## config.mk

```make
export PLATFORM = sky130hd
export DESIGN_NAME = pario_top
export DESIGN_NICKNAME = d
export VERILOG_FILES = /design/src/rtl/pario_pkg.sv /design/src/rtl/pario_ctrl.sv /design/src/rtl/pario_port.sv /design/src/rtl/pario_rdmux.sv /design/src/rtl/pario_top.sv
export SDC_FILE = /design/constraint.sdc
export NUM_CORES = 1
export LEC_CHECK = 0
export BUFFER_PORTS_ARGS = -buffer_cell sky130_fd_sc_hd__buf_2
export CAP_MARGIN = 5
export CORE_AREA = 2 2 64 66
export CTS_BUF_LIST = sky130_fd_sc_hd__clkbuf_8
export CTS_CLUSTER_SIZE = 16
export DETAILED_ROUTE_END_ITERATION = 10
export DIE_AREA = 0 0 66 68
export PLACE_DENSITY = 0.85
export SYNTH_ARGS = -nofsm -noshare
export SYNTH_HDL_FRONTEND = slang
export SYNTH_SLANG_ARGS = --single-unit
```

## constraint.sdc

```tcl
create_clock -name clk -period 2.29 [get_ports clk]
set_input_delay 0.1145 -clock clk [delete_from_list [all_inputs] [get_ports clk]]
set_output_delay 0.1145 -clock clk [all_outputs]
set_load 0.01 [all_outputs]
```

## src/rtl/pario_pkg.sv

```systemverilog
package pario_pkg;

  // Control-byte bit positions (the field decode depends on these)
  localparam int CB_FLAG = 7;
  localparam int CB_A    = 4;
  localparam int CB_CH   = 3;
  localparam int CB_B    = 1;
  localparam int CB_CL   = 0;

  // Register offsets
  localparam int OFF_A    = 0;
  localparam int OFF_B    = 1;
  localparam int OFF_C    = 2;
  localparam int OFF_CTRL = 3;

  // Direction of each port/half: 1 = input
  typedef struct packed {
    logic a_in;
    logic b_in;
    logic cl_in;
    logic ch_in;
  } dir_cfg_t;

  localparam dir_cfg_t DIR_ALL_IN = '{a_in: 1'b1, b_in: 1'b1, cl_in: 1'b1, ch_in: 1'b1};

  function automatic dir_cfg_t pick_cfg(input logic a, input logic b,
                                        input logic cl, input logic ch);
    dir_cfg_t c;
    c.a_in  = a;
    c.b_in  = b;
    c.cl_in = cl;
    c.ch_in = ch;
    return c;
  endfunction

endpackage

```

## src/rtl/pario_ctrl.sv

```systemverilog
module pario_ctrl
  import pario_pkg::*;
(
  input  logic     clk,
  input  logic     rst_n,
  input  logic     wr_ctrl,
  input  logic     flag,
  input  dir_cfg_t cfg_in,
  output logic     mode_set,
  output dir_cfg_t cfg
);

  // Only a flagged control write is taken as a mode-set word
  assign mode_set = wr_ctrl & flag;

  always_ff @(posedge clk or negedge rst_n) begin
    if (!rst_n)        cfg <= DIR_ALL_IN;
    else if (mode_set) cfg <= cfg_in;
  end

endmodule

```

## src/rtl/pario_port.sv

```systemverilog
module pario_port #(
  parameter int W = 8
) (
  input  logic         clk,
  input  logic         rst_n,
  input  logic         wr_port,
  input  logic         clr,
  input  logic [W-1:0] wdata,
  input  logic [W-1:0] dir_in,
  input  logic [W-1:0] pin_in,
  output logic [W-1:0] pin_out,
  output logic [W-1:0] pin_oe,
  output logic [W-1:0] rd_val
);

  logic [W-1:0] latch_q;

  // Per-bit merge: input bits from the pins, output bits from the latch
  function automatic logic [W-1:0] merge_rd(input logic [W-1:0] pins,
                                            input logic [W-1:0] lat,
                                            input logic [W-1:0] din);
    return (pins & din) | (lat & ~din);
  endfunction

  always_ff @(posedge clk or negedge rst_n) begin
    if (!rst_n)       latch_q <= '0;
    else if (clr)     latch_q <= '0;
    else if (wr_port) latch_q <= wdata;
  end

  assign pin_oe  = ~dir_in;
  assign pin_out = latch_q & ~dir_in;
  assign rd_val  = merge_rd(pin_in, latch_q, dir_in);

endmodule

```

## src/rtl/pario_rdmux.sv

```systemverilog
module pario_rdmux #(
  parameter int W  = 8,
  parameter int N  = 3,
  parameter int AW = 2
) (
  input  logic [AW-1:0]  addr,
  input  logic [N*W-1:0] rd_bus,
  output logic [W-1:0]   rdata
);

  always_comb begin
    rdata = '0;
    for (int p = 0; p < N; p++) begin
      if (addr == AW'(p)) rdata = rd_bus[p*W +: W];
    end
  end

endmodule

```

## src/rtl/pario_top.sv

```systemverilog
module pario_top
  import pario_pkg::*;
#(
  parameter int PORT_W = 8
) (
  input  logic                          clk,
  input  logic                          rst_n,
  input  logic [1:0]                    addr,
  input  logic                          wr,
  input  logic [PORT_W-1:0]             wdata,
  output logic [PORT_W-1:0]             rdata,
  input  logic [3*PORT_W-1:0]           pin_in,
  output logic [3*PORT_W-1:0]           pin_out,
  output logic [3*PORT_W-1:0]           pin_oe
);

  localparam int NUM_PORTS = 3;
  localparam int ADDR_W    = $clog2(NUM_PORTS + 1);
  localparam int HALF_W    = PORT_W / 2;
  localparam int BUS_W     = NUM_PORTS * PORT_W;

  // Named internal events for the checker
  logic     wr_ctrl;
  logic     mode_set;
  dir_cfg_t cfg;
  dir_cfg_t cfg_in;

  logic [PORT_W-1:0] dir_vec [NUM_PORTS];
  logic [BUS_W-1:0]  rd_bus;

  assign wr_ctrl = wr && (addr == ADDR_W'(OFF_CTRL));
  assign cfg_in  = pick_cfg(wdata[CB_A], wdata[CB_B], wdata[CB_CL], wdata[CB_CH]);

  pario_ctrl u_ctrl (
    .clk      (clk),
    .rst_n    (rst_n),
    .wr_ctrl  (wr_ctrl),
    .flag     (wdata[CB_FLAG]),
    .cfg_in   (cfg_in),
    .mode_set (mode_set),
    .cfg      (cfg)
  );

  always_comb begin
    dir_vec[OFF_A] = {PORT_W{cfg.a_in}};
    dir_vec[OFF_B] = {PORT_W{cfg.b_in}};
    dir_vec[OFF_C] = {{HALF_W{cfg.ch_in}}, {HALF_W{cfg.cl_in}}};
  end

  for (genvar p = 0; p < NUM_PORTS; p++) begin : g_port
    logic wr_port;
    assign wr_port = wr && (addr == ADDR_W'(p));

    pario_port #(.W(PORT_W)) u_port (
      .clk     (clk),
      .rst_n   (rst_n),
      .wr_port (wr_port),
      .clr     (mode_set),
      .wdata   (wdata),
      .dir_in  (dir_vec[p]),
      .pin_in  (pin_in[p*PORT_W +: PORT_W]),
      .pin_out (pin_out[p*PORT_W +: PORT_W]),
      .pin_oe  (pin_oe[p*PORT_W +: PORT_W]),
      .rd_val  (rd_bus[p*PORT_W +: PORT_W])
    );
  end

  pario_rdmux #(.W(PORT_W), .N(NUM_PORTS), .AW(ADDR_W)) u_rdmux (
    .addr   (addr),
    .rd_bus (rd_bus),
    .rdata  (rdata)
  );

endmodule

```

==> results of run 1 <==
[registers in the layout, indices dropped and copies added, names as in the netlist]
signal	flops
g_port.u_port.latch_q	24
u_ctrl.cfg	4
[through the flow]
step	power, mW	std cells	area (sq um)
final	1.60	302	2200
after global routing	1.71	302	2200
after CTS	1.61	302	2200
after detailed placement	1.34	298	2150
after global placement	1.33	298	2150
after floorplan	1.17	188	1850
[worst paths after layout]
check	endpoint	slack [ns]	depth (start not counted)
setup / recovery	rdata[2]	0.48	4
hold / removal	u_ctrl.cfg[2]	0.08	3
setup reg to reg	u_ctrl.cfg[2]	1.08	2
hold reg to reg	g_port[2].u_port.latch_q[7]	0.52	1
max in group asynchronous	g_port[0].u_port.latch_q[6]	1.52	2
min in group asynchronous	g_port[0].u_port.latch_q[5]	0.37	2
[cells in the mapped netlist]
| cell type | n | area share |
|---|---|---|
| a21oi_1 | 2 | 0.0054 |
| o221ai_1 | 1 | 0.0047 |
| nor3b_2 | 1 | 0.0068 |
| buf_2 | 6 | 0.016 |
| o21ai_2 | 2 | 0.0095 |
| nor2_1 | 17 | 0.034 |
| inv_1 | 5 | 0.010 |
| mux2i_1 | 28 | 0.15 |
| buf_6 | 1 | 0.0061 |
| o22ai_1 | 7 | 0.024 |
| o21ai_0 | 4 | 0.011 |
| a21o_1 | 14 | 0.057 |
| a22o_1 | 1 | 0.0047 |
| and2_1 | 1 | 0.0034 |
| buf_4 | 25 | 0.10 |
| nand2_1 | 4 | 0.0081 |
| nand2b_1 | 2 | 0.0068 |
| nand3b_1 | 2 | 0.0081 |
| nor2b_1 | 24 | 0.081 |
| o211ai_4 | 1 | 0.011 |
| clkbuf_2 | 1 | 0.0027 |
| a22o_2 | 7 | 0.038 |
| dfstp_2 | 4 | 0.057 |
| and4_1 | 1 | 0.0047 |
| and3_1 | 1 | 0.0034 |
| inv_2 | 1 | 0.0020 |
| mux2_4 | 1 | 0.0081 |
| dfrtp_1 | 24 | 0.32 |
[timing repair]
| action | CTS | global route |
|---|---|---|
| endpoints found under the hold margin | 24 | 0 |
| hold buffers | 1 | 0 |
| buffers inserted | 0 | 0 |
[routing by layer]
layer | routed length [microns] | vias up
li1 | - | 755
met3 | 236 | 7
met1 | 1820 | 720
met2 | 2240 | 58
met4 | 78 | 0
met5 | 0 | -
[cells by family (layout without fill, tap and decap cells)]
| group | count (synthesis) | after routing | synth area share |
|---|---|---|---|
| and+or+nand+nor | 53 | 53 | 0.157 |
| AOI/OAI and AO/OA | 39 | 39 | 0.165 |
| muxes | 29 | 29 | 0.159 |
| DFF | 28 | 28 | 0.381 |
| buffers and inverters | 39 | 103 | 0.138 |
[critical path, stage by stage, from the launching register on]
cell	delay [ns]
dfstp_2	0.77
mux2i_1	0.23
o22ai_1	0.10
a21o_1	0.18
buf_2	0.14
[report_power, final]
group / switching (mW) / internal, mW
combinational: 0.328 / 0.312
clock: 0.149 / 0.118
sequential: 0.103 / 0.588
[cell type report]
type | count | area share
multi-input combinational | 121 | 0.405
inverter | 6 | 0.0102
sequential | 28 | 0.321
tap | 50 | 0.0284
clock buffer | 3 | 0.0188
timing repair buffer | 94 | 0.217
==> results.txt, run 1 <==
----------------------------------------------------
[Yosys]
  Post-synth design cell area ... 1850 sq um
  Warnings, synthesis ... 0
  Register area share after synthesis ... 0.381
  Gate Count Post-Synth ... 188
  Post-synthesis average cell area ... between 9 and 10 sq um
  Count of unique library cells instantiated by Yosys ... 28
  Total of flip-flops plus latches after synthesis ... 28
  Syn_nets ... 225

[GRT]
  Vias in the first global route ... around 1400
  Routing usage on met2 ... 0.330
  Global-route total usage across every layer ... 0.199
  Met3 usage in global routing ... 0.0214
  Wire length of the first global-routing pass ... 6820 microns
  Antenna violations before repair ... 0
  Global route hottest layer ... met2
  Overall overflow remaining after global route ... 0
  Largest net degree at the start of global routing ... 29
  Global Route met1 Usage ... 0.264

[Worst setup path]
  Worst Path Max Fanout ... 17
  Required time of the critical path ... 2.18 ns
  Worst Setup Path Type ... flop to output pin
  CP Launch Point ... u_ctrl.cfg[2]
  Crit path capture type ... output pin
  Startpoint of the lowest-slack register-to-register path ... u_ctrl.cfg[2]
  Data arrival time of the worst path ... 1.70 ns
  Kind of start point of the critical path ... flop

[STA]
  Worst-margin pin slew ... 0.813 ns
  Sum of negative setup slack ... 0 ns
  Number of hold violations in the final report ... 0
  Slew margin rel. ... 0.456
  Worst Hold Slack ... 0.0798 ns
  Highest clock frequency the design can meet ... 552 MHz
  Setup violations, final ... 0
  Final critical-path setup slack ... 0.479 ns
  RSZ-0062 raised after global routing ... no
  Final worst-path cycle share ... 0.791
  Worst clock skew ... 0 ns
  Count of pins over their slew limit ... 0
  Final worst path period need ... 1.81 ns

[Drt]
  Post-route DRC ... 0
  Avg Vias per Cell ... between 5 and 6
  Post-Route WL ... 4380 microns
  Detailed Routing Iterations Pass 1 ... 4
  Initial detailed-routing violation count ... 62
  Vias ... 1540
  Drt wl/cell ... 14.5 microns
  Detail Route Antenna Nets ... 0

[Cells and area]
  Number of fill cells ... 372
  End-of-flow core utilization ... 0.571
  Most used cells in the layout excluding fill and tap cells ... buf_2, mux2i_1, nor2b_1, dfrtp_1, nor2_1
  Area used by sequential logic in the layout ... 706 sq um
  Area grow syn2layout ... 18.8%
  Number of nets in the finished design ... 291
  Share of post-route cells with drive strength above 1 ... 0.448
  Area occupied by multi-input gates ... 891 sq um
  Number of antenna repair diodes ... 0
  Leading cell type in the layout, fill and taps excluded ... buf_2

[Clock network]
  Clock slew seen by the registers of the worst setup and hold paths ... roughly 0.090 ns
  Clk Tree Root Cell ... clkbuf_8
  Max clock buf depth ... 2
  Clock buffer count from CTS ... 3
  CTS HTree Levels ... 1
  Number of cells upsized or downsized after cts ... 0
  TritonCTS clock tree ... built
  Count of clock tree sinks ... 28
  Worst-Skew Late Latency ... approximately 0.27 ns

[Flow run]
  Number of max-cap violations ... 0

[Placed design]
  Weighted congestion reported at the end of routability-driven placement ... approximately 0.91
  DPL Wire Length ... 3490 microns
  Number of buffer cells added on primary ports ... 92
  Post-Place Worst Slack ... about 0.79 ns

[Floorplanning]
  I/O pin cnt ... 93
  Die width ... 66 microns
  Vert. Die Dim ... around 68 microns
  Std-Cell Core Area ... slightly below 4000 sq um
  Die Area ... between 4000 and 5000 sq um
  Row cnt ... 23
  Starting utilization of the core area ... 0.481

[Pwr]
  P_leak ... 1.26 nW
  Power density over cell area ... 726 nW/um^2
  Highest ir drop seen on vdd ... 327 uV

[Outcome]
  Result of the run ... complete, no violations

[Hold path]
  Start point of the worst hold path ... wdata[1]
  Worst hold path class ... input port to flop

----------------------------------------------------
Power figures use the tool's default switching activity.
==> run 2: changes to the inputs <==
--- a/config.mk
+++ b/config.mk
@@ -7,12 +7,12 @@
 export LEC_CHECK = 0
 export BUFFER_PORTS_ARGS = -buffer_cell sky130_fd_sc_hd__buf_2
 export CAP_MARGIN = 5
-export CORE_AREA = 2 2 64 66
+export CORE_AREA = 2 2 66 68
 export CTS_BUF_LIST = sky130_fd_sc_hd__clkbuf_8
 export CTS_CLUSTER_SIZE = 16
 export DETAILED_ROUTE_END_ITERATION = 10
-export DIE_AREA = 0 0 66 68
-export PLACE_DENSITY = 0.85
+export DIE_AREA = 0 0 68 70
+export PLACE_DENSITY = 0.8
 export SYNTH_ARGS = -nofsm -noshare
 export SYNTH_HDL_FRONTEND = slang
 export SYNTH_SLANG_ARGS = --single-unit
==> constraint.sdc (replaced) <==
create_clock -name clk -period 1.9 [get_ports clk]
set_input_delay 0.095 -clock clk [delete_from_list [all_inputs] [get_ports clk]]
set_output_delay 0.095 -clock clk [all_outputs]
set_load 0.01 [all_outputs]
==> run 2 against run 1 <==
Compared with the run above: via count grew 0.97%; critical endpoint is now rdata[0]; sequential share of layout area down 0.33 points; global-route usage fell by 1.1 points; critical path depth unchanged; die area grew 6.1%; clock power up 33%; clock skew unchanged; final area up 1.6%; first-iteration DRC count increased by 6.5%; count of clock-buffer cells in the layout is 1 higher; worst setup slack got worse by 0.30 ns; final cell count increased by 1.7%.
==> results.txt, run 2 (synthesized netlist as in run 1, its figures left out) <==
----------------------------------------------------
[Cells and area]
  Area grow syn2layout ... 20.7% (was 18.8%)
  Leading cell type in the layout, fill and taps excluded ... buf_2 (unchanged)
  Top reg by flops ... g_port.u_port.latch_q (unchanged)
  Number of antenna repair diodes ... 0 (unchanged)
  Share of post-route cells with drive strength above 1 ... 0.455 (was 0.448)
  Largest registers ranked by flip-flop count ... g_port.u_port.latch_q (24), u_ctrl.cfg (4) (unchanged)
  Most used cells in the layout excluding fill and tap cells ... buf_2, mux2i_1, nor2b_1, dfrtp_1, nor2_1 (unchanged)
  Flip-flop count of the largest register after layout ... 24 (unchanged)
  Number of nets in the finished design ... 293 (was 291)
  Final standard cell count with taps included and fillers excluded ... 307 (was 302)

[Drt]
  Post-route DRC ... 0 (unchanged)
  Detail Route Antenna Nets ... 0 (unchanged)
  Avg Vias per Cell ... 5.07 (was 5.10)
  Drt wl/cell ... 14.1 microns (was 14.5 microns)
  Detailed Routing Iterations Pass 1 ... 4 (unchanged)
  Vias ... 1555 (was 1540)
  Post-Route WL ... 4330 microns (was 4380 microns)
  Initial detailed-routing violation count ... 66 (was 62)

[Worst setup path]
  Slowest library cell on the worst path ... dfstp_4 (was dfstp_2)
  Largest stage delay on the critical path ... 0.76 ns (was 0.77 ns)
  CP Launch Point ... u_ctrl.cfg[2] (unchanged)
  Total buffers and inverters traversed by the critical path ... 1 (unchanged)
  Reg2Reg Setup Slack ... 0.72 ns (was 1.08 ns)
  Crit. path cell count ... 4 (unchanged)
  Startpoint of the lowest-slack register-to-register path ... u_ctrl.cfg[3] (was u_ctrl.cfg[2])
  Chain of cells forming the critical path ... mux2i_1, o22ai_1, a21o_1, buf_2 (unchanged)
  Data arrival time of the worst path ... 1.63 ns (was 1.70 ns)
  Worst Setup Path Type ... flop to output pin (unchanged)
  Required time of the critical path ... 1.80 ns (was 2.18 ns)
  Reg-to-reg endpoint ... u_ctrl.cfg[3] (was u_ctrl.cfg[2])
  Crit path capture type ... output pin (unchanged)
  Endpoint of the most critical setup path ... rdata[0] (was rdata[2])
  Worst reg-to-reg path cell count ... 2 (unchanged)
  Kind of start point of the critical path ... flop (unchanged)
  Worst Path Max Fanout ... 17 (unchanged)
  Largest delay share family, worst path ... flip-flops (unchanged)

[Clock network]
  Count of clock tree sinks ... 28 (unchanged)
  Clock buffer count from CTS ... 3 (unchanged)
  TritonCTS clock tree ... built (unchanged)
  Worst-Skew Late Latency ... 0.26 ns (was 0.27 ns)
  CTS HTree Levels ... 1 (unchanged)
  Max clock buf depth ... 2 (unchanged)
  Clock slew seen by the registers of the worst setup and hold paths ... 0.09 ns (about the same)
  Clk Tree Root Cell ... clkbuf_8 (unchanged)

[Floorplanning]
  I/O pin cnt ... 93 (unchanged)
  Vert. Die Dim ... 70 microns (was 68 microns)
  Die width ... 68 microns (was 66 microns)
  Row cnt ... 24 (was 23)
  Starting utilization of the core area ... 0.447 (was 0.481)
  Std-Cell Core Area ... 4140 sq um (was 3860 sq um)
  Die Area ... 4760 sq um (was 4490 sq um)

[STA]
  Worst clock skew ... 0 ns (unchanged)
  Setup violations, final ... 0 (unchanged)
  Final critical-path setup slack ... 0.176 ns (was 0.479 ns)
  Slew margin rel. ... 0.604 (was 0.456)
  Count of pins over their slew limit ... 0 (unchanged)
  Final worst path period need ... 1.72 ns
  RSZ-0062 raised after global routing ... no (unchanged)
  Number of hold violations in the final report ... 0 (unchanged)
  Worst-margin pin slew ... 0.595 ns (was 0.813 ns)
  Sum of negative setup slack ... 0 ns (unchanged)
  Highest clock frequency the design can meet ... 580 MHz
  Final worst-path cycle share ... 0.907

[Placed design]
  DPL Wire Length ... 3390 microns (was 3490 microns)
  Post-Place Worst Slack ... 0.426 ns (was 0.788 ns)
  Placed cell count ... 302 (was 298)
  Weighted congestion reported at the end of routability-driven placement ... 0.869 (was 0.910)
  Number of buffer cells added on primary ports ... 92 (unchanged)

[Pwr]
  Clock network fraction of design power ... 0.181 (was 0.167)
  Fraction of power spent switching nets ... 0.351 (was 0.363)
  Cell Int Power ... 1.28 mW (was 1.02 mW)
  Post-layout power ... 1.96 mW (was 1.60 mW)
  P_leak ... 1.28 nW (was 1.26 nW)
  Sw Pwr ... 689 uW (was 579 uW)
  Highest ir drop seen on vdd ... 440 uV (was 327 uV)
  Logic pwr share ... 0.391 (was 0.400)
  Power share of the sequential group ... 0.428 (was 0.432)
  Power density over cell area ... 879 nW/um^2 (was 726 nW/um^2)

[Outcome]
  Result of the run ... complete, no violations (unchanged)

[GRT]
  Global-route total usage across every layer ... 0.189 (was 0.199)
  Vias in the first global route ... 1443 (was 1433)
  Overall overflow remaining after global route ... 0 (unchanged)
  Wire length of the first global-routing pass ... 6860 microns (was 6820 microns)
  Antenna violations before repair ... 0 (unchanged)
  Largest net degree at the start of global routing ... 29 (unchanged)

[Hold path]
  Worst hold path class ... input port to flop (unchanged)
  Number of cells on the worst hold path ... 3 (unchanged)

[Flow run]
  Number of max-cap violations ... 0 (unchanged)

----------------------------------------------------
==> run 2: cell count changes in the layout (fill, tap and decap cells not counted), sizes merged <==
cell    previous run  this run
buf               93        95
clkbuf             3         4
==> run 2: cell type report <==
class,count,area (sq um)
Multi-Input combinational cell,121,891
Clock buffer,4,55.1
Fill cell,407,1910
Timing Repair Buffer,96,493
Sequential cell,28,709
Tap cell,52,65.1
Inverter,6,22.5
==> run 2: what timing repair did <==
item                       4_1_cts  5_1_grt
gates resized for setup          0        1
setup endpoints to repair        0        1
setup buffers                    0        0
hold buffers                     1        0
hold endpoints to repair        24        0
==> run 2: worst min-delay path by stage <==
stage                                              to  slack (ns)      from
final                                   u_ctrl.cfg[2]        0.07  wdata[1]
after floorplan           g_port[0].u_port.latch_q[0]       -0.20     rst_n
after CTS                               u_ctrl.cfg[2]        0.07  wdata[1]
after global routing                    u_ctrl.cfg[3]        0.08  wdata[4]
after detailed placement  g_port[0].u_port.latch_q[6]        0.13     rst_n
after global placement    g_port[0].u_port.latch_q[6]        0.13     rst_n
==> run 2: stage by stage <==
stage / hold slack [ns] / util / instance area [sq um]
floorplan: -0.201 / - / 1850
global placement: 0.132 / 0.523 / 2170
detailed placement: 0.133 / 0.523 / 2170
CTS: 0.0699 / 0.539 / 2230
global route: 0.0753 / 0.540 / 2240
finish: 0.0746 / 0.540 / 2240
==> run 2: power groups by stage <==
| stage | clock network [mW] | logic (mW) | registers (mW) |
|---|---|---|---|
| 2_1_floorplan | 0 | 0.655 | 0.759 |
| 3_3_place_gp | 0 | 0.763 | 0.840 |
| 3_5_place_dp | 0 | 0.770 | 0.848 |
| 4_1_cts | 0.364 | 0.776 | 0.837 |
| 5_1_grt | 0.389 | 0.847 | 0.862 |
| 6_report | 0.355 | 0.769 | 0.840 |
==> run 2: tightest hold or removal path, cell delays in order <==
cell and delay [ns]:
buf_2 0.13, nand2_1 0.07, o21ai_2 0.05
==> run 2: metal layers <==
metal	wire length, microns	vias to the layer above	GRT usage
met5	0	-	0
met4	60	0	0.0622
met3	218	4	0.0258
met2	2180	42	0.310
met1	1870	752	0.252
li1	-	757	-
==> run 3: changes to the inputs <==
--- a/config.mk
+++ b/config.mk
@@ -7,12 +7,12 @@
 export LEC_CHECK = 0
 export BUFFER_PORTS_ARGS = -buffer_cell sky130_fd_sc_hd__buf_2
 export CAP_MARGIN = 5
-export CORE_AREA = 2 2 66 68
+export CORE_AREA = 2 2 74 62
 export CTS_BUF_LIST = sky130_fd_sc_hd__clkbuf_8
 export CTS_CLUSTER_SIZE = 16
 export DETAILED_ROUTE_END_ITERATION = 10
-export DIE_AREA = 0 0 68 70
-export PLACE_DENSITY = 0.8
+export DIE_AREA = 0 0 76 64
+export PLACE_DENSITY = 0.79
 export SYNTH_ARGS = -nofsm -noshare
 export SYNTH_HDL_FRONTEND = slang
 export SYNTH_SLANG_ARGS = --single-unit
==> run 3 against run 2 <==
Compared with the run above: register-to-register slack got worse by 0.03 ns; clock skew did not move; final cell count rose by 1.6%; count of clock-buffer cells in the layout fell by 1; critical path depth did not move; sequential cell count did not move; worst setup slack got worse by 0.064 ns; via count fell by 3.3%; total power fell by 2.6%; maximum frequency fell by 3.6%; sequential power fell by 1%.
==> results.txt, run 3 (synthesized netlist as in run 1, its figures left out) <==
----------------------------------------------------
[Drt]
  Initial detailed-routing violation count ... 57 (was 66)
  Detail Route Antenna Nets ... 0 (unchanged)
  Avg Vias per Cell ... 4.82 (was 5.07)
  Vias ... 1504 (was 1555)
  Detailed Routing Iterations Pass 1 ... 4 (unchanged)
  Post-Route WL ... 4330 microns (about the same)
  Post-route DRC ... 0 (unchanged)
  Drt wl/cell ... 13.9 microns (was 14.1 microns)

[Pwr]
  Power density over cell area ... 857 nW/um^2 (was 879 nW/um^2)
  Post-layout power ... 1.91 mW (was 1.96 mW)
  Highest ir drop seen on vdd ... 509 uV (was 440 uV)
  P_leak ... 1.27 nW (was 1.28 nW)

[Floorplanning]
  I/O pin cnt ... 93 (unchanged)
  Die width ... 76 microns (was 68 microns)
  Row cnt ... 21 (was 24)
  Starting utilization of the core area ... 0.455 (was 0.447)
  Die Area ... 4860 sq um (was 4760 sq um)
  Std-Cell Core Area ... 4070 sq um (was 4140 sq um)
  Vert. Die Dim ... 64 microns (was 70 microns)

[STA]
  Number of hold violations in the final report ... 0 (unchanged)
  Worst-margin pin slew ... 0.611 ns (was 0.595 ns)
  Sum of negative setup slack ... 0 ns (unchanged)
  Worst Hold Slack ... 0.0730 ns (was 0.0746 ns)
  Final critical-path setup slack ... 0.112 ns (was 0.176 ns)
  Slew margin rel. ... 0.592 (was 0.604)
  Setup violations, final ... 0 (unchanged)
  Highest clock frequency the design can meet ... 559 MHz (was 580 MHz)
  Final worst-path cycle share ... 0.941 (was 0.907)
  Worst clock skew ... 0 ns (unchanged)
  Final worst path period need ... 1.79 ns (was 1.72 ns)
  Count of pins over their slew limit ... 0 (unchanged)
  RSZ-0062 raised after global routing ... no (unchanged)

[Worst setup path]
  Largest stage delay on the critical path ... 0.77 ns (was 0.76 ns)
  Slowest library cell on the worst path ... dfstp_2 (was dfstp_4)
  Chain of cells forming the critical path ... mux2i_1, o22ai_1, a21o_1, buf_2 (unchanged)
  Required time of the critical path ... 1.80 ns (about the same)
  Data arrival time of the worst path ... 1.69 ns (was 1.63 ns)
  Kind of start point of the critical path ... flop (unchanged)
  Total buffers and inverters traversed by the critical path ... 1 (unchanged)
  Worst Path Max Fanout ... 17 (unchanged)
  Largest delay share family, worst path ... flip-flops (unchanged)
  Worst Setup Path Type ... flop to output pin (unchanged)
  Crit path capture type ... output pin (unchanged)

[Clock network]
  CTS HTree Levels ... 1 (unchanged)
  Max clock buf depth ... 2 (unchanged)
  Count of clock tree sinks ... 28 (unchanged)
  TritonCTS clock tree ... built (unchanged)
  Number of cells upsized or downsized after cts ... 0 (unchanged)
  Clock slew seen by the registers of the worst setup and hold paths ... 0.08 ns (was 0.09 ns)
  Post-CTS Setup Repair Bufs ... 0 (unchanged)
  Clk Tree Root Cell ... clkbuf_8 (unchanged)
  Worst-Skew Late Latency ... 0.26 ns (about the same)
  Total of hold buffers inserted after clock tree synthesis ... 1 (unchanged)
  Clock buffer count from CTS ... 3 (unchanged)

[Cells and area]
  Post-route standard cell area excluding fillers ... 2230 sq um (was 2240 sq um)
  Final standard cell count with taps included and fillers excluded ... 312 (was 307)
  Most used cells in the layout excluding fill and tap cells ... buf_2, mux2i_1, nor2b_1, dfrtp_1, nor2_1 (unchanged)
  Flip-flop count of the largest register after layout ... 24 (unchanged)
  Top reg by flops ... g_port.u_port.latch_q (unchanged)
  Number of antenna repair diodes ... 0 (unchanged)
  Number of nets in the finished design ... 294 (was 293)
  Area grow syn2layout ... 20.5% (was 20.7%)
  Leading cell type in the layout, fill and taps excluded ... buf_2 (unchanged)
  Largest registers ranked by flip-flop count ... g_port.u_port.latch_q (24), u_ctrl.cfg (4) (unchanged)
  Share of post-route cells with drive strength above 1 ... 0.455 (unchanged)
  End-of-flow core utilization ... 0.548 (was 0.540)

[Outcome]
  Result of the run ... complete, no violations (unchanged)

[Flow run]
  Number of max-cap violations ... 0 (unchanged)

[Hold path]
  Worst hold path class ... input port to flop (unchanged)

[Placed design]
  Placed cell count ... 308 (was 302)
  Weighted congestion reported at the end of routability-driven placement ... 0.828 (was 0.869)
  Number of buffer cells added on primary ports ... 92 (unchanged)
  Post-Place Worst Slack ... 0.413 ns (was 0.426 ns)
  Cell area after placement ... 2180 sq um (was 2170 sq um)
  DPL Wire Length ... 3500 microns (was 3390 microns)

[GRT]
  Largest net degree at the start of global routing ... 29 (unchanged)
  Global-route total usage across every layer ... 0.174 (was 0.189)
  Antenna violations before repair ... 0 (unchanged)
  Wire length of the first global-routing pass ... 6790 microns (was 6860 microns)
  Vias in the first global route ... 1414 (was 1443)
  Overall overflow remaining after global route ... 0 (unchanged)

----------------------------------------------------
run 3: cell types whose count changed in the layout (fill, tap and decap cells not counted):
cell      before  now
buf_4          3    4
clkbuf_8       4    3
dfstp_2        3    4
dfstp_4        1    0
run 3: tightest hold or removal path: cells and delay by family:
family	cells	cell delay [ns]
and+or+nand+nor	1	0.07
AOI/OAI and AO/OA	1	0.05
buffers and inverters	1	0.13
run 3: routing by layer:
layer	wire length [microns]	up-vias	share of wire	GRT usage
li1	-	757	-	-
met1	2070	699	0.48	0.245
met2	2000	44	0.46	0.272
met3	208	4	0.048	0.0410
met4	49	0	0.011	0.0409
met5	0	-	0	0
run 3: final cells by class:
| class | count | area [sq um] |
|---|---|---|
| Sequential cell | 28 | 706 |
| Timing Repair Buffer | 97 | 500 |
| Clock buffer | 3 | 41.3 |
| Tap cell | 57 | 71.3 |
| Inverter | 6 | 22.5 |
| Multi-Input combinational cell | 121 | 891 |
| Fill cell | 375 | 1840 |
run 3: path summary, 6_finish.rpt:
check / slack [ns] / endpoint / depth (start not counted) / from
setup / recovery: 0.11 / rdata[3] / 4 / u_ctrl.cfg[2]
hold / removal: 0.07 / u_ctrl.cfg[2] / 3 / wdata[1]
setup reg to reg: 0.69 / u_ctrl.cfg[2] / 2 / u_ctrl.cfg[2]
hold reg to reg: 0.51 / g_port[0].u_port.latch_q[7] / 1 / g_port[0].u_port.latch_q[7]
max in group asynchronous: 1.13 / g_port[1].u_port.latch_q[1] / 2 / rst_n
min in group asynchronous: 0.37 / g_port[0].u_port.latch_q[5] / 2 / rst_n
run 3: power breakdown:
group | total (mW) | switching [mW] | internal (mW)
Combinational | 0.777 | 0.398 | 0.379
Sequential | 0.828 | 0.119 | 0.709
Clock | 0.307 | 0.165 | 0.142
